<file path="src/rtl/txd_pkg.sv">
package txd_pkg;
   typedef enum logic [2:0] {
      ST_IDLE,
      ST_DBUF,
      ST_DSIZE,
      ST_DNEXT,
      ST_FETCH,
      ST_EMIT,
      ST_WBACK
   } walk_st_t;

   localparam int unsigned OWN_BIT = 31;
   localparam int unsigned LANES   = 4;
endpackage

</file>
<file path="src/rtl/txd_csr.sv">
module txd_csr #(
   parameter int              CSR_AW   = 12,
   parameter logic [CSR_AW-1:0] CTL_OFS  = CSR_AW'('h180),
   parameter logic [CSR_AW-1:0] DESC_OFS = CSR_AW'('h184)
) (
   input  logic              clk,
   input  logic              rst_n,
   input  logic              csr_wr,
   input  logic [CSR_AW-1:0] csr_addr,
   input  logic [31:0]       csr_wdata,
   input  logic              mac_tx_en,
   input  logic              busy,
   input  logic              stop,
   output logic              dma_en,
   output logic [31:0]       desc_base,
   output logic              start
);
   if (CTL_OFS == DESC_OFS || CTL_OFS[1:0] != 2'b00 || DESC_OFS[1:0] != 2'b00)
   begin : g_bad_ofs
      $error("txd_csr: register offsets must differ and be word aligned");
   end

   logic ctl_hit, desc_hit, locked;

   assign ctl_hit  = csr_wr && (csr_addr == CTL_OFS);
   assign desc_hit = csr_wr && (csr_addr == DESC_OFS);
   assign locked   = busy | start | stop;

   always_ff @(posedge clk) begin
      if (!rst_n) begin
         dma_en    <= 1'b0;
         desc_base <= '0;
         start     <= 1'b0;
      end else begin
         start <= 1'b0;
         if (stop) begin
            dma_en <= 1'b0;
         end else if (ctl_hit && !locked) begin
            dma_en <= csr_wdata[0];
            start  <= csr_wdata[0] & mac_tx_en;
         end
         if (desc_hit) begin
            desc_base <= {csr_wdata[31:2], 2'b00};
         end
      end
   end
endmodule

</file>
<file path="src/rtl/txd_seq.sv">
module txd_seq
   import txd_pkg::*;
#(
   parameter int LEN_W = 11
) (
   input  logic        clk,
   input  logic        rst_n,
   input  logic        start,
   input  logic [31:0] desc_base,
   input  logic        loop_sel,
   output logic        mem_req,
   output logic        mem_we,
   output logic [31:0] mem_addr,
   output logic [31:0] mem_wdata,
   input  logic        mem_ack,
   input  logic [31:0] mem_rdata,
   output logic        out_valid,
   output logic [7:0]  out_data,
   output logic        out_sof,
   output logic        out_eof,
   output logic        out_loop,
   input  logic        out_ready,
   output logic        busy,
   output logic        evt_sent,
   output logic        evt_underrun
);
   if (LEN_W < 1 || LEN_W > 16) begin : g_bad_len
      $error("txd_seq: LEN_W must lie in 1..16");
   end

   localparam logic [LEN_W-1:0] LEN_ONE  = LEN_W'(1);
   localparam logic [31:0]      OWN_MASK = 32'h1 << OWN_BIT;

   walk_st_t          st;
   logic [31:0]       cur, buf_ptr, nxt, size_w, word;
   logic [LEN_W-1:0]  remain;
   logic [1:0]        lane;
   logic              first, loop_q;
   logic [7:0]        lane_byte [LANES];

   for (genvar g = 0; g < LANES; g++) begin : g_lane
      assign lane_byte[g] = word[8*g +: 8];
   end

   always_comb begin
      mem_req  = 1'b1;
      mem_we   = 1'b0;
      mem_addr = '0;
      unique case (st)
         ST_DBUF:  mem_addr = cur;
         ST_DSIZE: mem_addr = cur + 32'd4;
         ST_DNEXT: mem_addr = cur + 32'd8;
         ST_FETCH: mem_addr = buf_ptr;
         ST_WBACK: begin
            mem_addr = cur + 32'd4;
            mem_we   = 1'b1;
         end
         default:  mem_req = 1'b0;
      endcase
   end

   assign mem_wdata = size_w | OWN_MASK;
   assign busy      = (st != ST_IDLE);
   assign out_valid = (st == ST_EMIT);
   assign out_data  = lane_byte[lane];
   assign out_sof   = out_valid & first;
   assign out_eof   = out_valid & (remain == LEN_ONE);
   assign out_loop  = loop_q;

   always_ff @(posedge clk) begin
      if (!rst_n) begin
         st           <= ST_IDLE;
         cur          <= '0;
         buf_ptr      <= '0;
         nxt          <= '0;
         size_w       <= '0;
         word         <= '0;
         remain       <= '0;
         lane         <= '0;
         first        <= 1'b0;
         loop_q       <= 1'b0;
         evt_sent     <= 1'b0;
         evt_underrun <= 1'b0;
      end else begin
         evt_sent     <= 1'b0;
         evt_underrun <= 1'b0;
         unique case (st)
            ST_IDLE: if (start) begin
               cur <= desc_base;
               st  <= ST_DBUF;
            end
            ST_DBUF: if (mem_ack) begin
               buf_ptr <= {mem_rdata[31:2], 2'b00};
               lane    <= mem_rdata[1:0];
               st      <= ST_DSIZE;
            end
            ST_DSIZE: if (mem_ack) begin
               size_w <= mem_rdata;
               remain <= mem_rdata[LEN_W-1:0];
               if (mem_rdata[OWN_BIT]) begin
                  evt_underrun <= 1'b1;
                  st           <= ST_IDLE;
               end else begin
                  st <= ST_DNEXT;
               end
            end
            ST_DNEXT: if (mem_ack) begin
               nxt    <= {mem_rdata[31:2], 2'b00};
               loop_q <= loop_sel;
               first  <= 1'b1;
               st     <= (remain == '0) ? ST_WBACK : ST_FETCH;
            end
            ST_FETCH: if (mem_ack) begin
               word <= mem_rdata;
               st   <= ST_EMIT;
            end
            ST_EMIT: if (out_ready) begin
               first  <= 1'b0;
               remain <= remain - LEN_ONE;
               lane   <= lane + 2'd1;
               if (remain == LEN_ONE) begin
                  st <= ST_WBACK;
               end else if (lane == 2'd3) begin
                  buf_ptr <= buf_ptr + 32'd4;
                  st      <= ST_FETCH;
               end
            end
            ST_WBACK: if (mem_ack) begin
               evt_sent <= 1'b1;
               cur      <= nxt;
               st       <= ST_DBUF;
            end
            default: st <= ST_IDLE;
         endcase
      end
   end
endmodule

</file>
<file path="src/rtl/txd_steer.sv">
module txd_steer #(
   parameter bit LOOPBACK_EN = 1'b1
) (
   input  logic out_valid,
   input  logic out_loop,
   output logic out_ready,
   output logic tx_valid,
   input  logic tx_ready,
   output logic lb_valid,
   input  logic lb_ready
);
   if (LOOPBACK_EN) begin : g_loop
      assign tx_valid  = out_valid & ~out_loop;
      assign lb_valid  = out_valid &  out_loop;
      assign out_ready = out_loop ? lb_ready : tx_ready;
   end else begin : g_noloop
      logic unused_lb;
      assign unused_lb = lb_ready ^ out_loop;
      assign tx_valid  = out_valid;
      assign lb_valid  = 1'b0;
      assign out_ready = tx_ready;
   end
endmodule

</file>
<file path="src/rtl/txd_dma.sv">
module txd_dma #(
   parameter int                CSR_AW      = 12,
   parameter logic [CSR_AW-1:0] CTL_OFS     = CSR_AW'('h180),
   parameter logic [CSR_AW-1:0] DESC_OFS    = CSR_AW'('h184),
   parameter int                LEN_W       = 11,
   parameter bit                LOOPBACK_EN = 1'b1
) (
   input  logic              clk,
   input  logic              rst_n,
   input  logic              csr_wr,
   input  logic [CSR_AW-1:0] csr_addr,
   input  logic [31:0]       csr_wdata,
   input  logic              mac_tx_en,
   input  logic              loop_sel,
   output logic              dma_en,
   output logic              busy,
   output logic              mem_req,
   output logic              mem_we,
   output logic [31:0]       mem_addr,
   output logic [31:0]       mem_wdata,
   input  logic              mem_ack,
   input  logic [31:0]       mem_rdata,
   output logic [7:0]        st_data,
   output logic              st_sof,
   output logic              st_eof,
   output logic              tx_valid,
   input  logic              tx_ready,
   output logic              lb_valid,
   input  logic              lb_ready,
   output logic              evt_sent,
   output logic              evt_underrun
);
   if (CSR_AW < 9 || CSR_AW > 32) begin : g_bad_aw
      $error("txd_dma: CSR_AW must lie in 9..32");
   end

   logic [31:0] desc_base;
   logic        start, out_valid, out_loop, out_ready;

   txd_csr #(
      .CSR_AW   (CSR_AW),
      .CTL_OFS  (CTL_OFS),
      .DESC_OFS (DESC_OFS)
   ) u_csr (
      .clk       (clk),
      .rst_n     (rst_n),
      .csr_wr    (csr_wr),
      .csr_addr  (csr_addr),
      .csr_wdata (csr_wdata),
      .mac_tx_en (mac_tx_en),
      .busy      (busy),
      .stop      (evt_underrun),
      .dma_en    (dma_en),
      .desc_base (desc_base),
      .start     (start)
   );

   txd_seq #(
      .LEN_W (LEN_W)
   ) u_seq (
      .clk          (clk),
      .rst_n        (rst_n),
      .start        (start),
      .desc_base    (desc_base),
      .loop_sel     (loop_sel),
      .mem_req      (mem_req),
      .mem_we       (mem_we),
      .mem_addr     (mem_addr),
      .mem_wdata    (mem_wdata),
      .mem_ack      (mem_ack),
      .mem_rdata    (mem_rdata),
      .out_valid    (out_valid),
      .out_data     (st_data),
      .out_sof      (st_sof),
      .out_eof      (st_eof),
      .out_loop     (out_loop),
      .out_ready    (out_ready),
      .busy         (busy),
      .evt_sent     (evt_sent),
      .evt_underrun (evt_underrun)
   );

   txd_steer #(
      .LOOPBACK_EN (LOOPBACK_EN)
   ) u_steer (
      .out_valid (out_valid),
      .out_loop  (out_loop),
      .out_ready (out_ready),
      .tx_valid  (tx_valid),
      .tx_ready  (tx_ready),
      .lb_valid  (lb_valid),
      .lb_ready  (lb_ready)
   );
endmodule

</file>
<file path="config.mk">
export PLATFORM = sky130hd
export DESIGN_NAME = txd_dma
export DESIGN_NICKNAME = d
export VERILOG_FILES = /design/src/rtl/txd_pkg.sv /design/src/rtl/txd_csr.sv /design/src/rtl/txd_seq.sv /design/src/rtl/txd_steer.sv /design/src/rtl/txd_dma.sv
export SDC_FILE = /design/constraint.sdc
export NUM_CORES = 1
export LEC_CHECK = 0
export ABC_CLOCK_PERIOD_IN_PS = 6300
export BUFFER_PORTS_ARGS = -buffer_cell sky130_fd_sc_hd__buf_2
export CORE_AREA = 2 2 134 189
export DETAILED_ROUTE_END_ITERATION = 12
export DIE_AREA = 0 0 136 191
export HOLD_SLACK_MARGIN = 0.06
export PLACE_DENSITY = 0.73
export SYNTH_ARGS = -nofsm -noshare
export SYNTH_HDL_FRONTEND = slang
export SYNTH_SLANG_ARGS = --single-unit
</file>
<file path="constraint.sdc">
create_clock -name clk -period 6.3 [get_ports clk]
set_clock_uncertainty 0.15 [all_clocks]
set_input_delay 0.945 -clock clk [delete_from_list [all_inputs] [get_ports clk]]
set_output_delay 0.945 -clock clk [all_outputs]
set_load 0.02 [all_outputs]
</file>
==> qor.csv, run 1 <==
stage,metric,value,unit
global_routing,initial antenna violation count,0,
worst_setup_path,worst setup path category,reg -> out,
cells_and_area,share of layout cells above drive strength 1,0.1583,
worst_setup_path,"critical path fanouts, max",31,
yosys,Post-synth ARST share,0,
worst_setup_path,CP Capture Type,output port,
sta,Final Cycle Share,0.7104,
hold_path,Hold Crit Depth,2,
worst_setup_path,slowest CP cell,dfxtp_1,
worst_setup_path,critical path depth in cells,7,
sta,Least-Margin Pin Slew,1.174,ns
yosys,synth top area cells,"dfxtp_1, nand2_1, a21oi_1",
detailed_routing,drt pass-1 iters,6,
sta,Worst slew margin,0.2176,
die,Initial Util,0.4438,
global_routing,Global Route Usage Sum,0.2804,
flow_run,maxcap violations,0,
worst_setup_path,CP Buf/Inv Count,5,
global_routing,largest net degree at the start of global routing,84,
power,VDD IR-drop max,196.7,µV
yosys,Mapped Cells,1433,
worst_setup_path,CP Cell Sequence,buf_4 -> nor2b_1 -> nand2_1 -> buf_4 -> clkinv_1 -> buf_4 -> buf_2,
cts,# clock sinks,205,
detailed_routing,vias per cell,6.105,
cts,htree depth,1,
place,Port-buffer cells,161,
worst_setup_path,Crit path top cell by count,buf_4,
yosys,warnings from Yosys,0,
yosys,number of synthesized flops with an enable pin,0,
cts,Post-CTS Resized,0,
global_routing,Overflow after GRT,0,
sta,RSZ-0062 raised after global routing,false,
yosys,"Avg Cell Area, Syn",7.536,µm²
detailed_routing,Post-Route WL,37310,µm
die,IO Count,166,
place,Placer Congestion,0.9970,
sta,Final min period,4.476,ns
yosys,synthesized cell area,10800,µm²
sta,setup_tns,0,ns
worst_setup_path,"Largest stage delay, worst path",0.67,ns
yosys,Unique masters post-synth,87,
detailed_routing,Avg WL per Cell,20.23,µm
detailed_routing,Final ANT Viol Nets,0,
power,leakage power,4.611,nW
yosys,Synth Register Bits,205,
sta,Fmax achieved,223.4,MHz
yosys,Main synth FF type,dfxtp_1,
cells_and_area,Syn-to-layout area delta,14.29,%
cts,worst skew pair latency,0.50,ns
worst_setup_path,"CP delay by family, top",buffers and inverters,
cells_and_area,"Net count, final",1607,
sta,Fin. Hold Viols,0,
detailed_routing,drc violations,0,
cts,postcts setup bufs,0,
cells_and_area,"most common cell after layout, fill and taps aside",nand2_1,
die,Core Area,24330,µm²
cts,# hold bufs at CTS,0,
yosys,post-synthesis sequential area ratio,0.3800,
cts,Root Buffer,clkbuf_16,
global_routing,global-route wire length before repair,57510,µm
worst_setup_path,"Data arrival, critical path",3.38,ns
die,die width,136,µm
worst_setup_path,Startpoint Class,flop,
cells_and_area,diode count,0,
die,FP Rows,68,
worst_setup_path,Critical Path RT,5.20,ns
cts,CTS Buf Count,21,
place,final HPWL from detailed placement,26540,µm
die,DIE AREA,25980,µm²
status,outcome,completed,
hold_path,Hold Crit Class,reg -> reg,
detailed_routing,vias,11260,
detailed_routing,DRT iter0 DRCs,1270,
global_routing,vias in the first global route,10270,
cts,CTS Buffer Depth,3,
cts,clk slew on worst S/H paths,0.06,ns
sta,Min Hold Slack,0.3015,ns
yosys,Synth top area share,0.3800,
cells_and_area,most frequent cells in the layout,"nand2_1, dfxtp_1, buf_2, a21oi_1, nor2_1",
sta,Slew Limit Fails,0,
worst_setup_path,Reg2Reg Depth,10,
die,Die Y,191,µm
cts,CTS tree,built,
yosys,post-synth top area cell,dfxtp_1,
sta,Finish-stage setup viols,0,
power,power per cell area,278.6,nW/µm²
[final cells by class]
cell class              instances  area (µm²)
clock buffers                  31       613.1
well taps                     315       394.1
inverters                      18       70.07
fillers                      2410       11990
repair buffers                181       955.9
multi-input cells            1089        6126
clock inverters                 5       78.83
flip-flops and latches        205        4104
[power by group]
part	internal (mW)	total, mW	switching [mW]
Sequential	1.37	1.47	0.105
Clock	0.754	1.28	0.523
Combinational	0.222	0.687	0.464
Total	2.35	3.44	1.09
[cells in the mapped netlist, drive strengths merged (10+ instances only)]
| cell | n |
|---|---|
| a22oi | 17 |
| o22ai | 18 |
| nand2 | 347 |
| a31oi | 13 |
| nor2 | 128 |
| nand3 | 31 |
| and3 | 10 |
| xor2 | 10 |
| o21ai | 56 |
| buf | 41 |
| nor3 | 31 |
| mux2i | 38 |
| nand4 | 28 |
| nor4 | 23 |
| dfxtp | 205 |
| clkbuf | 81 |
| a21oi | 139 |
| a311oi | 33 |
| inv | 16 |
[registers in the layout, summed over array words and instances (netlist names), 2 cells and up]
name	flops
u_seq.size_w	31
u_seq.buf_ptr	30
u_seq.remain	11
u_seq.word	32
u_csr.desc_base	30
u_seq.st	3
u_seq.nxt	30
u_seq.lane	2
u_seq.cur	30
[worst register-to-register path: stages, from the launching register on]
cell and delay (ns):
dfxtp_1 0.67, buf_4 0.40, nor2b_1 0.61, nand2_1 0.12, buf_4 0.26, clkinv_1 0.30
buf_4 0.30, o2bb2ai_4 0.24, buf_4 0.47, nor2_1 0.09, a311oi_1 0.26
[kinds of logic after synthesis]
kind of cell | Yosys count | synth area share
flip-flops | 205 | 0.3800
adder cells (fa/ha/maj) | 7 | 0.008110
AO/OA/AOI/OAI | 357 | 0.2127
other | 2 | 0.0006954
multiplexers | 47 | 0.05295
buffers and inverters | 140 | 0.05480
AND/OR/NAND/NOR | 656 | 0.2753
XOR/XNOR | 19 | 0.01541
[metal layers]
layer  vias up  wire length, µm  GRT usage
met5         -                0          0
met4         0             1619     0.1178
met3        97             3116    0.03713
met2       605            17940     0.4774
met1      5319            14630     0.3538
li1       5236                -          -
[path summary, 6_finish.rpt]
path / start / to / slack [ns]
worst max-delay path: u_seq.st[1]$_SDFFE_PN0P_ / mem_we / 1.82
worst min-delay path: u_seq.size_w[18]$_SDFFE_PN0P_ / u_seq.size_w[18]$_SDFFE_PN0P_ / 0.30
worst max register to register: u_seq.st[1]$_SDFFE_PN0P_ / u_seq.cur[3]$_SDFFE_PN0P_ / 2.32
worst min register to register: u_seq.size_w[18]$_SDFFE_PN0P_ / u_seq.size_w[18]$_SDFFE_PN0P_ / 0.30
[per-stage QoR]
stage / worst slack, ns / power (mW) / utilization / instances / area, µm²
after floorplan: 3.028 / 1.940 / - / 1434 / 10800
after global placement: 2.477 / 2.161 / 0.4788 / 1808 / 11650
after detailed placement: 2.430 / 2.172 / 0.4788 / 1808 / 11650
after CTS: 1.876 / 3.433 / 0.5072 / 1844 / 12340
after global routing: 1.709 / 3.571 / 0.5072 / 1844 / 12340
final: 1.824 / 3.438 / 0.5072 / 1844 / 12340
Power figures use the tool's default switching activity.
==> run 2, diff against run 1 <==
--- a/config.mk
+++ b/config.mk
@@ -5,13 +5,13 @@
 export SDC_FILE = /design/constraint.sdc
 export NUM_CORES = 1
 export LEC_CHECK = 0
-export ABC_CLOCK_PERIOD_IN_PS = 6300
+export ABC_CLOCK_PERIOD_IN_PS = 3900
 export BUFFER_PORTS_ARGS = -buffer_cell sky130_fd_sc_hd__buf_2
 export CORE_AREA = 2 2 134 189
 export DETAILED_ROUTE_END_ITERATION = 12
 export DIE_AREA = 0 0 136 191
 export HOLD_SLACK_MARGIN = 0.06
-export PLACE_DENSITY = 0.73
+export PLACE_DENSITY = 0.75
 export SYNTH_ARGS = -nofsm -noshare
 export SYNTH_HDL_FRONTEND = slang
 export SYNTH_SLANG_ARGS = --single-unit
==> constraint.sdc (replaced) <==
create_clock -name clk -period 3.9 [get_ports clk]
set_clock_uncertainty 0.15 [all_clocks]
set_input_delay 0.585 -clock clk [delete_from_list [all_inputs] [get_ports clk]]
set_output_delay 0.585 -clock clk [all_outputs]
set_load 0.02 [all_outputs]
==> run 2 against run 1 <==
- global-route usage is 0.45 points higher
- via count increased by 0.80%
- highest routed layer unchanged
- first-iteration DRC count rose by 9.7%
- sequential share of layout area fell by 0.68 points
- non-clock buffer count grew 22
- clock power grew 75%
- largest cell class unchanged
- routed wire length grew 2.3%
- clock-buffer cell count shrank 3
- core utilization increased by 1.1 points
- largest power group unchanged
- cell count increased by 1.3%
- register-to-register slack worse by 1.6 ns
==> qor.csv, run 2 (synthesis gave the netlist of run 1 again) <==
stage,metric,value,unit,change
cts,# hold bufs at CTS,0,,unchanged
detailed_routing,vias per cell,6.074,,-0.50%
cells_and_area,Top Registers,"u_seq.word (32), u_seq.size_w (31)",,
hold_path,Worst Hold End,u_csr.desc_base[19]$_SDFFE_PN0P_,,
cts,CTS tree,built,,
sta,Fmax achieved,266.9,MHz,
worst_setup_path,"critical path fanouts, max",7,,-77%
die,Core Area,24330,µm²,unchanged
cts,CTS Buf Count,21,,unchanged
power,power per cell area,459.5,nW/µm²,+65%
detailed_routing,Final ANT Viol Nets,0,,unchanged
global_routing,global-route wire length before repair,57740,µm,+0.40%
detailed_routing,DRT iter0 DRCs,1393,,+9.7%
cells_and_area,largest register by flop count,u_seq.word,,
worst_setup_path,Reg2Reg Depth,5,,-5
detailed_routing,Avg WL per Cell,20.44,µm,+1.0%
hold_path,hold_sp,csr_wdata[19],,
sta,Fin. Hold Viols,0,,unchanged
hold_path,Hold Crit Depth,3,,+1
cells_and_area,"most common cell after layout, fill and taps aside",nand2_1,,
sta,Final min period,3.746,ns,
place,dpl cells,1828,,+1.1%
power,VDD IR-drop max,414.5,µV,+110%
status,outcome,completed,,
place,placed cell areas,11810,µm²,+1.4%
cells_and_area,most frequent cells in the layout,"nand2_1, dfxtp_1, buf_2, a21oi_1, nor2_1",,
global_routing,vias in the first global route,10400,,+1.3%
sta,Final Cycle Share,0.9605,,
worst_setup_path,reg2reg start,u_seq.st[1]$_SDFFE_PN0P_,,
worst_setup_path,worst setup path category,reg -> out,,
power,"Power, Total",5.790,mW,+68%
global_routing,initial antenna violation count,0,,unchanged
cts,clk slew on worst S/H paths,0.07,ns,about the same
cts,# clock sinks,205,,unchanged
worst_setup_path,reg2reg setup slack,0.69,ns,-1.63 ns
detailed_routing,drc violations,0,,unchanged
hold_path,Hold Crit Class,in -> reg,,
sta,setup_tns,0,ns,unchanged
sta,RSZ-0062 raised after global routing,false,,
worst_setup_path,Worst R2R End,u_seq.buf_ptr[27]$_SDFFE_PN0P_,,
die,Die Y,191,µm,unchanged
place,Placer Congestion,1.039,,+4.2%
cts,CTS Buffer Depth,3,,unchanged
sta,Finish-stage setup viols,0,,unchanged
sta,Worst slew margin,0.1910,,-0.02659
place,Port-buffer cells,161,,unchanged
power,Seq pwr share,0.409,,-0.020
die,Initial Util,0.4438,,unchanged
cells_and_area,utilization after layout,0.5178,,+0.01059
power,P_sw,1.818,mW,+66%
cts,htree depth,1,,unchanged
flow_run,maxcap violations,0,,unchanged
global_routing,Overflow after GRT,0,,unchanged
cells_and_area,Final Non-Filler Cells,1868,,+1.3%
cells_and_area,Syn-to-layout area delta,16.67,%,
worst_setup_path,CP Capture Type,output port,,
die,IO Count,166,,unchanged
sta,Least-Margin Pin Slew,1.214,ns,+0.03988 ns
global_routing,largest net degree at the start of global routing,89,,+6.0%
worst_setup_path,Startpoint Class,flop,,
cells_and_area,fin area,12600,µm²,+2.1%
detailed_routing,drt pass-1 iters,6,,unchanged
worst_setup_path,Critical Path RT,3.16,ns,-2.04 ns
cts,worst skew pair latency,0.50,ns,about the same
power,Int Power,3.972,mW,+69%
sta,Slew Limit Fails,0,,unchanged
cts,Root Buffer,clkbuf_16,,
die,die width,136,µm,unchanged
worst_setup_path,"Data arrival, critical path",3.01,ns,-0.37 ns
detailed_routing,Post-Route WL,38190,µm,+2.3%
power,Sw Share,0.3140,,-0.003829
detailed_routing,vias,11350,,+0.80%
cells_and_area,diode count,0,,unchanged
power,Logic pwr share,0.203,,+0.003
cells_and_area,max reg flops,32,,unchanged
global_routing,Global Route Usage Sum,0.2848,,+0.004466
power,Clk pwr share,0.387,,+0.016
die,DIE AREA,25980,µm²,unchanged
cells_and_area,fill count,2338,,-3.0%
cells_and_area,share of layout cells above drive strength 1,0.1739,,+0.01558
place,final HPWL from detailed placement,27570,µm,+3.9%
cells_and_area,"Net count, final",1629,,+1.4%
power,leakage power,4.765,nW,+3.3%
die,FP Rows,68,,unchanged
## run 2: stage by stage
step                hold WS [ns]  setup slack [ns]
global placement          0.2893            0.6833
CTS                       0.1507            0.1388
finish                    0.1584            0.1540
global route              0.1678          0.003754
detailed placement        0.2954            0.6661
floorplan                 0.2831            0.9877
## run 2: timing repair
action	4_1_cts	5_1_grt
setup endpoints to repair	0	1
resized for setup	0	0
setup buffers	0	2
## run 2: power by group through the flow
stage	Sequential, mW	Combinational, mW	Clock [mW]
after global placement	2.40	1.14	0
after global routing	2.38	1.26	2.36
after detailed placement	2.41	1.15	0
after CTS	2.36	1.16	2.27
after floorplan	2.38	0.753	0
final	2.37	1.18	2.24
## run 2: worst max-delay path, stage by stage, from the launching register on
cell and delay, ns:
dfxtp_1 0.45, ha_1 0.30, nand3_1 0.27, nor4_4 0.50
nand4_1 0.19, or4b_1 0.53, nand3_1 0.10, buf_2 0.17
## run 2: metal layers
metal,track usage,up-vias,part of all wire
met1,0.3558,5337,0.39
li1,-,5296,-
met2,0.4660,590,0.47
met5,0,-,0
met4,0.1763,0,0.068
met3,0.03235,124,0.074
## run 2: worst max path at each step
stage / from / end / cells past startpoint
after floorplan: u_seq.cur[3]$_SDFFE_PN0P_ / mem_addr[21] / 6
after global placement: u_seq.cur[4]$_SDFFE_PN0P_ / mem_addr[27] / 7
after detailed placement: u_seq.cur[4]$_SDFFE_PN0P_ / mem_addr[27] / 7
after CTS: u_seq.cur[4]$_SDFFE_PN0P_ / mem_addr[27] / 7
after global routing: u_seq.cur[4]$_SDFFE_PN0P_ / mem_addr[27] / 7
final: u_seq.cur[4]$_SDFFE_PN0P_ / mem_addr[27] / 7
## run 2: area by class of cell
type	instances	area (µm²)	area share
Clock inverter	10	160.2	0.01271
Multi-Input combinational cell	1089	6126	0.4862
Inverter	18	70.07	0.005561
Clock buffer	28	611.8	0.04856
Sequential cell	205	4104	0.3257
Timing Repair Buffer	203	1134	0.08997
Tap cell	315	394.1	0.03128
